[config.mk]
export PLATFORM = sky130hd
export DESIGN_NAME = sdram_lp_seq
export DESIGN_NICKNAME = d
export VERILOG_FILES = /design/src/rtl/sdram_lp_pkg.sv /design/src/rtl/sdram_lp_idle_timer.sv /design/src/rtl/sdram_lp_exit_timer.sv /design/src/rtl/sdram_lp_seq.sv
export SDC_FILE = /design/constraint.sdc
export NUM_CORES = 1
export LEC_CHECK = 0
export ABC_AREA = 0
export ABC_CLOCK_PERIOD_IN_PS = 1500
export BUFFER_PORTS_ARGS = -buffer_cell sky130_fd_sc_hd__buf_4
export CORE_UTILIZATION = 56
export CTS_BUF_LIST = sky130_fd_sc_hd__clkbuf_2
export CTS_CLUSTER_DIAMETER = 120
export DETAILED_ROUTE_END_ITERATION = 12
export PLACE_DENSITY_LB_ADDON = 0.3
export SLEW_MARGIN = 15
export SYNTH_ARGS = -nofsm -noshare
export SYNTH_HDL_FRONTEND = slang
export SYNTH_SLANG_ARGS = --single-unit
[constraint.sdc]
create_clock -name clk_i -period 1.5 [get_ports clk_i]
set_input_delay 0.075 -clock clk_i [delete_from_list [all_inputs] [get_ports clk_i]]
set_output_delay 0.075 -clock clk_i [all_outputs]
set_load 0.02 [all_outputs]
[src/rtl/sdram_lp_pkg.sv]
package sdram_lp_pkg;
  typedef enum logic [2:0] {
    ST_RUN,
    ST_PD,
    ST_EXIT,
    ST_DPD,
    ST_INIT
  } lp_state_e;

  localparam logic [1:0] LP_OFF = 2'b00;
  localparam logic [1:0] LP_PD  = 2'b10;
  localparam logic [1:0] LP_DPD = 2'b11;

  localparam logic [1:0] TO_SHORT = 2'b01;
  localparam logic [1:0] TO_LONG  = 2'b10;
endpackage

[src/rtl/sdram_lp_idle_timer.sv]
module sdram_lp_idle_timer #(
  parameter int SHORT_IDLE = 64,
  parameter int LONG_IDLE  = 128
) (
  input  logic       clk_i,
  input  logic       rst_ni,
  input  logic       clr_i,
  input  logic [1:0] timeout_i,
  output logic       expired_o
);
  import sdram_lp_pkg::*;

  localparam int CNT_W = $clog2(LONG_IDLE + 1);
  localparam logic [CNT_W-1:0] CNT_MAX = CNT_W'(LONG_IDLE);

  logic [CNT_W-1:0] cnt_q;
  logic [CNT_W-1:0] thr;

  always_ff @(posedge clk_i or negedge rst_ni) begin
    if (!rst_ni)             cnt_q <= '0;
    else if (clr_i)          cnt_q <= '0;
    else if (cnt_q != CNT_MAX) cnt_q <= cnt_q + 1'b1;
  end

  // reserved code falls back to immediate entry
  always_comb begin
    case (timeout_i)
      TO_SHORT: thr = CNT_W'(SHORT_IDLE);
      TO_LONG:  thr = CNT_W'(LONG_IDLE);
      default:  thr = '0;
    endcase
  end

  assign expired_o = (cnt_q >= thr);
endmodule

[src/rtl/sdram_lp_exit_timer.sv]
module sdram_lp_exit_timer #(
  parameter int EXIT_CYC = 2
) (
  input  logic clk_i,
  input  logic rst_ni,
  input  logic run_i,
  output logic done_o
);
  localparam int W = (EXIT_CYC < 2) ? 1 : $clog2(EXIT_CYC);

  logic [W-1:0] q;

  always_ff @(posedge clk_i or negedge rst_ni) begin
    if (!rst_ni)     q <= '0;
    else if (!run_i) q <= '0;
    else if (!done_o) q <= q + 1'b1;
  end

  assign done_o = (q == W'(EXIT_CYC - 1));
endmodule

[src/rtl/sdram_lp_seq.sv]
module sdram_lp_seq #(
  parameter int SHORT_IDLE = 64,
  parameter int LONG_IDLE  = 128,
  parameter int EXIT_CYC   = 2
) (
  input  logic       clk_i,
  input  logic       rst_ni,
  input  logic [1:0] lp_cmd_i,
  input  logic [1:0] timeout_i,
  input  logic       dev_sel_i,
  input  logic       req_i,
  input  logic       burst_busy_i,
  input  logic       init_done_i,
  output logic       cke_o,
  output logic       dpd_cmd_o,
  output logic       ready_o,
  output logic       frozen_o
);
  import sdram_lp_pkg::*;

  lp_state_e state_q, state_d;
  logic      dpd_q, dpd_d;
  logic      idle, expired, exit_done;

  assign idle = !dev_sel_i && !req_i && !burst_busy_i;

  sdram_lp_idle_timer #(
    .SHORT_IDLE(SHORT_IDLE),
    .LONG_IDLE (LONG_IDLE)
  ) u_idle (
    .clk_i    (clk_i),
    .rst_ni   (rst_ni),
    .clr_i    (!(state_q == ST_RUN && idle)),
    .timeout_i(timeout_i),
    .expired_o(expired)
  );

  sdram_lp_exit_timer #(
    .EXIT_CYC(EXIT_CYC)
  ) u_exit (
    .clk_i (clk_i),
    .rst_ni(rst_ni),
    .run_i (state_q == ST_EXIT),
    .done_o(exit_done)
  );

  always_comb begin
    state_d = state_q;
    dpd_d   = 1'b0;
    case (state_q)
      ST_RUN: begin
        if (lp_cmd_i == LP_DPD && idle) begin
          state_d = ST_DPD;
          dpd_d   = 1'b1;
        end else if (lp_cmd_i == LP_PD && idle && expired) begin
          state_d = ST_PD;
        end
      end
      ST_PD:   if (req_i || lp_cmd_i != LP_PD) state_d = ST_EXIT;
      ST_EXIT: if (exit_done) state_d = ST_RUN;
      ST_DPD:  if (lp_cmd_i == LP_OFF) state_d = ST_INIT;
      ST_INIT: if (init_done_i) state_d = ST_RUN;
      default: state_d = ST_RUN;
    endcase
  end

  always_ff @(posedge clk_i or negedge rst_ni) begin
    if (!rst_ni) begin
      state_q <= ST_RUN;
      dpd_q   <= 1'b0;
    end else begin
      state_q <= state_d;
      dpd_q   <= dpd_d;
    end
  end

  assign cke_o     = !(state_q == ST_PD || state_q == ST_DPD);
  assign dpd_cmd_o = dpd_q;
  assign ready_o   = (state_q == ST_RUN);
  assign frozen_o  = (state_q == ST_DPD || state_q == ST_INIT);
endmodule

==> results of run 1 <==
[routing by layer]
| metal | global-route usage, % | up-vias | share of wire (%) |
|---|---|---|---|
| li1 | - | 345 | - |
| met1 | 36.7 | 334 | 43 |
| met2 | 36.9 | 32 | 48 |
| met3 | 10.2 | 2 | 8.2 |
| met4 | 6.03 | 0 | 1.0 |
| met5 | 0 | - | 0 |
[power by group through the flow]
stage	sequential (mW)	combinational, mW	clock, mW
global placement	0.413	0.241	0
floorplan	0.409	0.158	0
global route	0.419	0.286	0.202
detailed placement	0.418	0.249	0
finish	0.416	0.254	0.178
CTS	0.411	0.252	0.182
[synth_stat cells (2+ instances only)]
master,n,area (µm²)
xor2_1,2,17.5
or3_1,3,18.8
dfrtp_1,13,325
o21ai_0,7,35.0
nor2_1,8,30.0
ha_1,4,50.1
nand3_1,5,25.0
nor3_1,5,25.0
nand2b_1,3,18.8
a21oi_1,6,30.0
nand2_1,3,11.3
a32o_1,2,20.0
inv_1,6,22.5
[layout make-up]
class,instances,area [µm²],share of cell area [%]
multi-input cells,63,438,46.1
flip-flops and latches,13,328,34.5
repair buffers,16,123,12.9
inverters,6,22.5,2.37
clock buffers,4,20.0,2.11
well taps,15,18.8,1.98
[cells by family (layout without fill, tap and decap cells)]
| family | after synthesis | in the layout | synth area share [%] |
|---|---|---|---|
| buf+inv | 8 | 26 | 5.16 |
| fa+ha+maj | 4 | 4 | 6.26 |
| simple gates | 37 | 37 | 29.0 |
| compound gates | 20 | 20 | 16.7 |
| xor+xnor | 2 | 2 | 2.19 |
| flops | 13 | 13 | 40.7 |
[through the flow]
step	hold slack [ps]	util [%]	cells	setup slack (ps)
floorplan	-221	-	84	151
global placement	-72.2	69.2	112	136
detailed placement	-73.4	69.2	112	84.7
CTS	71.2	71.5	117	53.4
global route	65.5	72.1	117	23.4
finish	73.1	72.1	117	120
[path summary, 6_finish.rpt]
check | end | slack (ps) | cells after the start
setup reg to reg | u_idle.cnt_q[2] | 120 | 5
hold reg to reg | u_exit.done_o | 580 | 1
max in group asynchronous | state_q[1] | 1160 | 2
min in group asynchronous | u_idle.cnt_q[5] | 170 | 2
setup / recovery | u_idle.cnt_q[2] | 120 | 5
hold / removal | dpd_cmd_o | 70 | 2
[state kept, by name (all words and copies together), names as in the netlist]
| register | flops |
|---|---|
| u_idle.cnt_q | 8 |
| state_q | 3 |
| dpd_cmd_o | 1 |
| u_exit.done_o | 1 |
[worst max-delay path, delay by kind of cell, from the launching register on]
family	cells	cell delay, ps
flip-flops	1	410
buffers and inverters	1	80
adder cells (fa/ha/maj)	1	200
AND/OR/NAND/NOR	1	220
AO/OA/AOI/OAI	2	410
[timing repair]
action                     CTS  global route
buffers inserted             0             0
setup endpoints to repair    0             2
hold endpoints to repair    13             0
resized for setup            0             4
hold buffers                 1             0
==> summary.md, run 1 <==
| Metric | Value |
|---|---|
| Final Cycle Share | `92.0%` |
| H-Tree Depth | `1` |
| IO buf count | `13` |
| Share of cells above drive strength 1 | `27.5%` |
| Clock transition at path regs | `120 ps` |
| Global-route wire length before repair | `2570 µm` |
| Routability cong. | `0.827` |
| P_leak | `between 0.4 and 0.5 nW` |
| Root buffer cell | `clkbuf_2` |
| Net switching power | `between 200 and 300 µW` |
| CP cell instances | `inv_1 > ha_2 > and4bb_1 > a211o_1 > a21oi_1` |
| Post-synth EDFFs | `0` |
| Syn Nets | `98` |
| Slew HR | `66.7%` |
| Mean Syn Cell Area | `approximately 9.5 µm²` |
| Fmax | `725 MHz` |
| CP Capture Type | `flip-flop` |
| Most frequent cells in the layout | `15 x buf_4, 11 x dfrtp_1, 7 x nor2_1, 7 x o21ai_0` |
| Final Critical Period | `1380 ps` |
| Clock power share | `21.0%` |
| Die height | `about 40 µm` |
| Slew Viols, Final | `0` |
| N_diodes | `0` |
| Area delta synth->final | `18.8%` |
| Ys async rst share | `between 90% and 100%` |
| TritonCTS clock tree | `built` |
| Remaining global-route overflow | `0` |
| Initial DRC count | `25` |
| Pint | `568 µW` |
| Pin count of the biggest net entering global routing | `14` |
| Nets@finish | `117` |
| RSZ-0062 raised after global routing | `no` |
| Crit path kind | `flip-flop to flip-flop` |
| Die W | `39.8 µm` |
| Site Rows | `13` |
| Placed Area | `912 µm²` |
| Tot GR Track Use | `26.0%` |
| Worst path max stage delay | `410 ps` |
| Max Clock Skew | `2.94 ps` |
| Setup TNS | `0 ps` |
| Setup violations, final | `0` |
| Tot Pwr | `between 800 and 900 µW` |
| Vias/cell | `6.09` |
| Ys Warns | `0` |
| Inserted Clock Buffers | `3` |
| Max IR drop VDD | `0.624 mV` |
| Drt pass-1 iters | `4` |
| Cells after Synth | `between 80 and 90` |
| CP Max Fanout | `4` |
| Worst Hold Class | `primary input to flip-flop` |
| Worst setup path start | `u_idle.cnt_q[0]` |
| Combinational share of power | `29.9%` |
| Critical path's slowest cell | `dfrtp_1` |
| Clock Latency Late Sink | `270 ps` |
| Layout fillers | `99` |
| Critical Path RT | `1700 ps` |
| Outcome | `finished clean` |
| Initial antenna violation count | `0` |
| Clk sink count | `13` |
| Via count | `about 710` |
| Slew @ Worst Pin | `492 ps` |
| Dominant synthesized flop cell | `dfrtp_1` |
| Yosys cell types | `30` |
| Wire length per cell | `14.1 µm` |
| HPWL after DPL | `1310 µm` |
| Synthesized flop and latch total | `13` |
| I/O pins | `14` |
| Mapped cell area | `800 µm²` |
| Residual DRC count | `0` |
| Most common cell after layout, fill and taps aside | `buf_4` |
| HP Start | `lp_cmd_i[0]` |
| Switching part of the total | `between 30% and 40%` |
| Sequential fraction of the synthesis area | `between 40% and 50%` |
| Pwr per Cell Area | `between 800 and 900 mW/mm²` |
| Total die area | `0.00158 mm²` |
| CP Launch Type | `flip-flop` |
| Vias in the first global route | `576` |
| Core Area | `0.00132 mm²` |
| Final instance area | `950 µm²` |
| Max_cap viols | `0` |
| Worst EP arrival | `around 1600 ps` |
| Starting density of the core | `just over 60%` |
| Final WL | `1650 µm` |
| Detail Route Antenna Nets | `0` |
| Bufs on Longest Clock Path | `2` |
| Flop pwr share | `between 40% and 50%` |
| Final-report hold violation count | `0` |
| Reg2reg start | `u_idle.cnt_q[0]` |
No activity file was read; power rests on OpenSTA's default activity.
==> run 2, diff against run 1 <==
--- a/config.mk
+++ b/config.mk
@@ -6,14 +6,16 @@
 export NUM_CORES = 1
 export LEC_CHECK = 0
 export ABC_AREA = 0
-export ABC_CLOCK_PERIOD_IN_PS = 1500
+export ABC_CLOCK_PERIOD_IN_PS = 1400
 export BUFFER_PORTS_ARGS = -buffer_cell sky130_fd_sc_hd__buf_4
 export CORE_UTILIZATION = 56
 export CTS_BUF_LIST = sky130_fd_sc_hd__clkbuf_2
 export CTS_CLUSTER_DIAMETER = 120
+export CTS_CLUSTER_SIZE = 16
 export DETAILED_ROUTE_END_ITERATION = 12
 export PLACE_DENSITY_LB_ADDON = 0.3
 export SLEW_MARGIN = 15
 export SYNTH_ARGS = -nofsm -noshare
 export SYNTH_HDL_FRONTEND = slang
+export SYNTH_HIERARCHICAL = 1
 export SYNTH_SLANG_ARGS = --single-unit
==> constraint.sdc (replaced) <==
create_clock -name clk_i -period 1.4 [get_ports clk_i]
set_input_delay 0.07 -clock clk_i [delete_from_list [all_inputs] [get_ports clk_i]]
set_output_delay 0.07 -clock clk_i [all_outputs]
set_load 0.02 [all_outputs]
==> run 2 against run 1 <==
Against the previous run:
- die area fell by 1.1%
- final area increased by 19%
- count of clock-buffer cells in the layout is 1 lower
- sequential power increased by 18%
- combinational power is 110% higher
- critical endpoint is now state_q[1]
- worst setup slack lost 790 ps
- the run now ends with negative setup slack left
- final cell count rose by 14%
==> summary.md, run 2 <==
| Metric | Value |
|---|---|
| Worst hold slack | `63.2 ps (was 73.1 ps)` |
| Fmax | `482 MHz (was 725 MHz)` |
| Share of the synthesized area in the top cell type | `41.1% (was 40.7%)` |
| Clock Latency Late Sink | `280 ps (was 270 ps)` |
| Max IR drop VDD | `0.901 mV (was 0.624 mV)` |
| Detail Route Antenna Nets | `0 (unchanged)` |
| Bufs on Longest Clock Path | `2 (unchanged)` |
| Total die area | `0.00157 mm² (was 0.00158 mm²)` |
| Die height | `39.6 µm (was 39.8 µm)` |
| Final Critical Period | `2070 ps (was 1380 ps)` |
| Dominant synthesized flop cell | `dfrtp_1 (unchanged)` |
| Post-synth EDFFs | `0 (unchanged)` |
| Crit path kind | `flip-flop to flip-flop (unchanged)` |
| Yosys cell types | `35 (was 30)` |
| Critical path's slowest cell | `dfrtp_1 (unchanged)` |
| CP Capture Type | `flip-flop (unchanged)` |
| Routability cong. | `0.793 (was 0.827)` |
| Drt pass-1 iters | `4 (unchanged)` |
| Pin count of the biggest net entering global routing | `14 (unchanged)` |
| Synth top cells by count | `13 x dfrtp_1, 8 x nor2_1, 6 x nand2_1, 5 x inv_1, 5 x nand2b_1 (was 13 x dfrtp_1, 8 x nor2_1, 7 x o21ai_0, 6 x a21oi_1, 6 x inv_1)` |
| Syn Nets | `96 (was 98)` |
| Ys async rst share | `100% (unchanged)` |
| Starting density of the core | `60.8% (was 60.7%)` |
| Global-route wire length before repair | `2840 µm (was 2570 µm)` |
| Hold path cells | `3 (was 2)` |
| Slew HR | `80.1% (was 66.7%)` |
| Final instance area | `0.00113 mm² (was 950 µm²)` |
| H-Tree Depth | `1 (unchanged)` |
| TritonCTS clock tree | `built (unchanged)` |
| DP Cell Count | `122 (was 112)` |
| Final WL | `2180 µm (was 1650 µm)` |
| Setup ws final | `-673 ps (was 120 ps)` |
| Worst EP arrival | `2260 ps (was 1580 ps)` |
| N_diodes | `0 (unchanged)` |
| Count leader, synth | `dfrtp_1 (unchanged)` |
| CP Max Fanout | `3 (was 4)` |
| Outcome | `finished with violations (was finished clean)` |
| Synthesized flop and latch total | `13 (unchanged)` |
| Most frequent cells in the layout | `31 x buf_4, 11 x dfrtp_1, 8 x nor2_1 (was 15 x buf_4, 11 x dfrtp_1, 7 x nor2_1, 7 x o21ai_0)` |
| Pwr per Cell Area | `1070 mW/mm² (was 892 mW/mm²)` |
| Core Area | `0.00130 mm² (was 0.00132 mm²)` |
| Top cell type by total area after synthesis | `dfrtp_1 (unchanged)` |
| Remaining global-route overflow | `0 (unchanged)` |
| IO buf count | `13 (unchanged)` |
| Layout fillers | `61 (was 99)` |
| Critical Path RT | `1580 ps (was 1700 ps)` |
| Non-Filler Instances | `133 (was 117)` |
| Synth area leaders | `dfrtp_1 41%, ha_1 6.3%, nand2b_1 4.0% (was dfrtp_1 41%, ha_1 6.3%, o21ai_0 4.4%)` |
| Initial DRC count | `27 (was 25)` |
| Reg2reg path depth | `7 (was 5)` |
| Wire length per cell | `16.4 µm (was 14.1 µm)` |
| Nets@finish | `133 (was 117)` |
| Largest regs | `u_idle/cnt_q x8, state_q x3 (was u_idle.cnt_q x8, state_q x3)` |
| Mapped cell area | `791 µm² (was 800 µm²)` |
| Via count | `796 (was 713)` |
| Root buffer cell | `clkbuf_2 (unchanged)` |
| I/O pins | `14 (unchanged)` |
| CP cell instances | `or3_4 > o31ai_2 > a21o_1 > o21ai_2 > o41ai_2 > nand4_1 > mux2_2 (was inv_1 > ha_2 > and4bb_1 > a211o_1 > a21oi_1)` |
| Share of cells above drive strength 1 | `44.9% (was 27.5%)` |
| Final-report hold violation count | `0 (unchanged)` |
| Mean Syn Cell Area | `9.64 µm² (was 9.52 µm²)` |
| Tot GR Track Use | `29.1% (was 26.0%)` |
| RSZ-0062 raised after global routing | `yes (was no)` |
| Clk sink count | `13 (unchanged)` |
| Residual DRC count | `0 (unchanged)` |
| Worst path max stage delay | `410 ps (about the same)` |
| Ys Warns | `6 (was 0)` |
| Violated checks | `negative setup slack` |
| Vias in the first global route | `646 (was 576)` |
| Max_cap viols | `0 (unchanged)` |
| Site Rows | `13 (unchanged)` |
| Place WS | `-655 ps (was 84.7 ps)` |
| Vias/cell | `5.98 (was 6.09)` |
| Slew Viols, Final | `0 (unchanged)` |
| Inserted Clock Buffers | `3 (unchanged)` |
| Cells after Synth | `82 (was 84)` |
| Placed Area | `0.00101 mm² (was 912 µm²)` |
| Setup violations, final | `9 (was 0)` |
| Max reg flops | `8 (unchanged)` |
| Initial antenna violation count | `0 (unchanged)` |
| Slew @ Worst Pin | `298 ps (was 492 ps)` |
| Most common cell after layout, fill and taps aside | `buf_4 (unchanged)` |
| CP Launch Type | `flip-flop (unchanged)` |
| Clock transition at path regs | `130 ps (was 120 ps)` |
| HPWL after DPL | `1280 µm (was 1310 µm)` |
| Area delta synth->final | `42.6% (was 18.8%)` |
| Die W | `39.6 µm (was 39.8 µm)` |
| Worst Hold Class | `primary input to flip-flop (unchanged)` |
| Largest Register | `u_idle/cnt_q (was u_idle.cnt_q)` |
| Max Clock Skew | `4.27 ps (was 2.94 ps)` |
| P_leak | `0.529 nW (was 0.415 nW)` |
| Final Cycle Share | `148% (was 92.0%)` |
| Sequential fraction of the synthesis area | `41.1% (was 40.7%)` |
run 2: changes by cell type after synthesis, moves of 3 or more:
cell	before	now
a21oi_1	6	3
nand2_1	3	6
nor3_1	5	1
o21ai_0	7	3
run 2: per-layer routing:
layer	GRT usage, %	share of wire, %	routed length, µm	up-vias
li1	-	-	-	366
met1	36.3	41	890	374
met2	44.3	45	987	44
met3	11.4	9.1	198	12
met4	12.1	4.5	99	0
met5	0	0	0	-
run 2: area by class of cell:
cell class | count | area (µm²) | area share (%)
inverter | 5 | 18.8 | 1.66
clock buffer | 3 | 15.0 | 1.33
clock inverter | 1 | 5.00 | 0.444
timing repair buffer | 33 | 254 | 22.5
tap | 15 | 18.8 | 1.66
multi-input combinational | 63 | 488 | 43.3
sequential | 13 | 328 | 29.1
run 2: kinds of logic (layout without fill, tap and decap cells):
kind of cell | count (synthesis) | count (layout) | synth area share [%]
and+or+nand+nor | 39 | 39 | 30.4
AOI/OAI and AO/OA | 15 | 15 | 12.5
DFF | 13 | 13 | 41.1
buffers and inverters | 6 | 42 | 2.85
adders and majority gates | 4 | 4 | 6.33
muxes | 3 | 3 | 4.59
xor gates and xnor gates | 2 | 2 | 2.22
run 2: through the flow:
stage	total power [mW]	utilization [%]	TNS [ps]
floorplan	0.746	-	-1430
global placement	0.892	77.9	-1800
detailed placement	0.910	77.9	-1930
global route	1.29	86.6	-3660
finish	1.21	86.6	-3020
CTS	1.18	83.8	-2030
run 2: what timing repair did:
item                                    in CTS  in global routing
endpoints found under the setup margin       6                 12
hold buffers                                 1                  0
resized for setup                            5                  5
endpoints found under the hold margin       13                  0
buffers inserted                             3                  3
pin swaps                                    1                  4
run 2: where the power goes:
| part | total [mW] | switching (mW) | internal, mW |
|---|---|---|---|
| clock | 0.192 | 0.128 | 0.0645 |
| sequential | 0.492 | 0.0704 | 0.421 |
| combinational | 0.522 | 0.256 | 0.267 |
run 2: critical path: cells and delay by family (launching register included):
| family | cells | cell delay (ps) |
|---|---|---|
| AO/OA/AOI/OAI | 4 | 630 |
| AND/OR/NAND/NOR | 2 | 610 |
| flip-flops | 1 | 410 |
| multiplexers | 1 | 320 |
run 2: worst paths after layout:
kind	slack (ps)	end	from
max in group asynchronous	1080	state_q[0]	rst_ni
min in group asynchronous	150	state_q[1]	rst_ni
worst min-delay path	60	state_q[2]	init_done_i
worst min register to register	570	u_exit/done_o	state_q[0]
worst max register to register	-670	state_q[1]	u_idle/cnt_q[5]
worst max-delay path	-670	state_q[1]	u_idle/cnt_q[5]
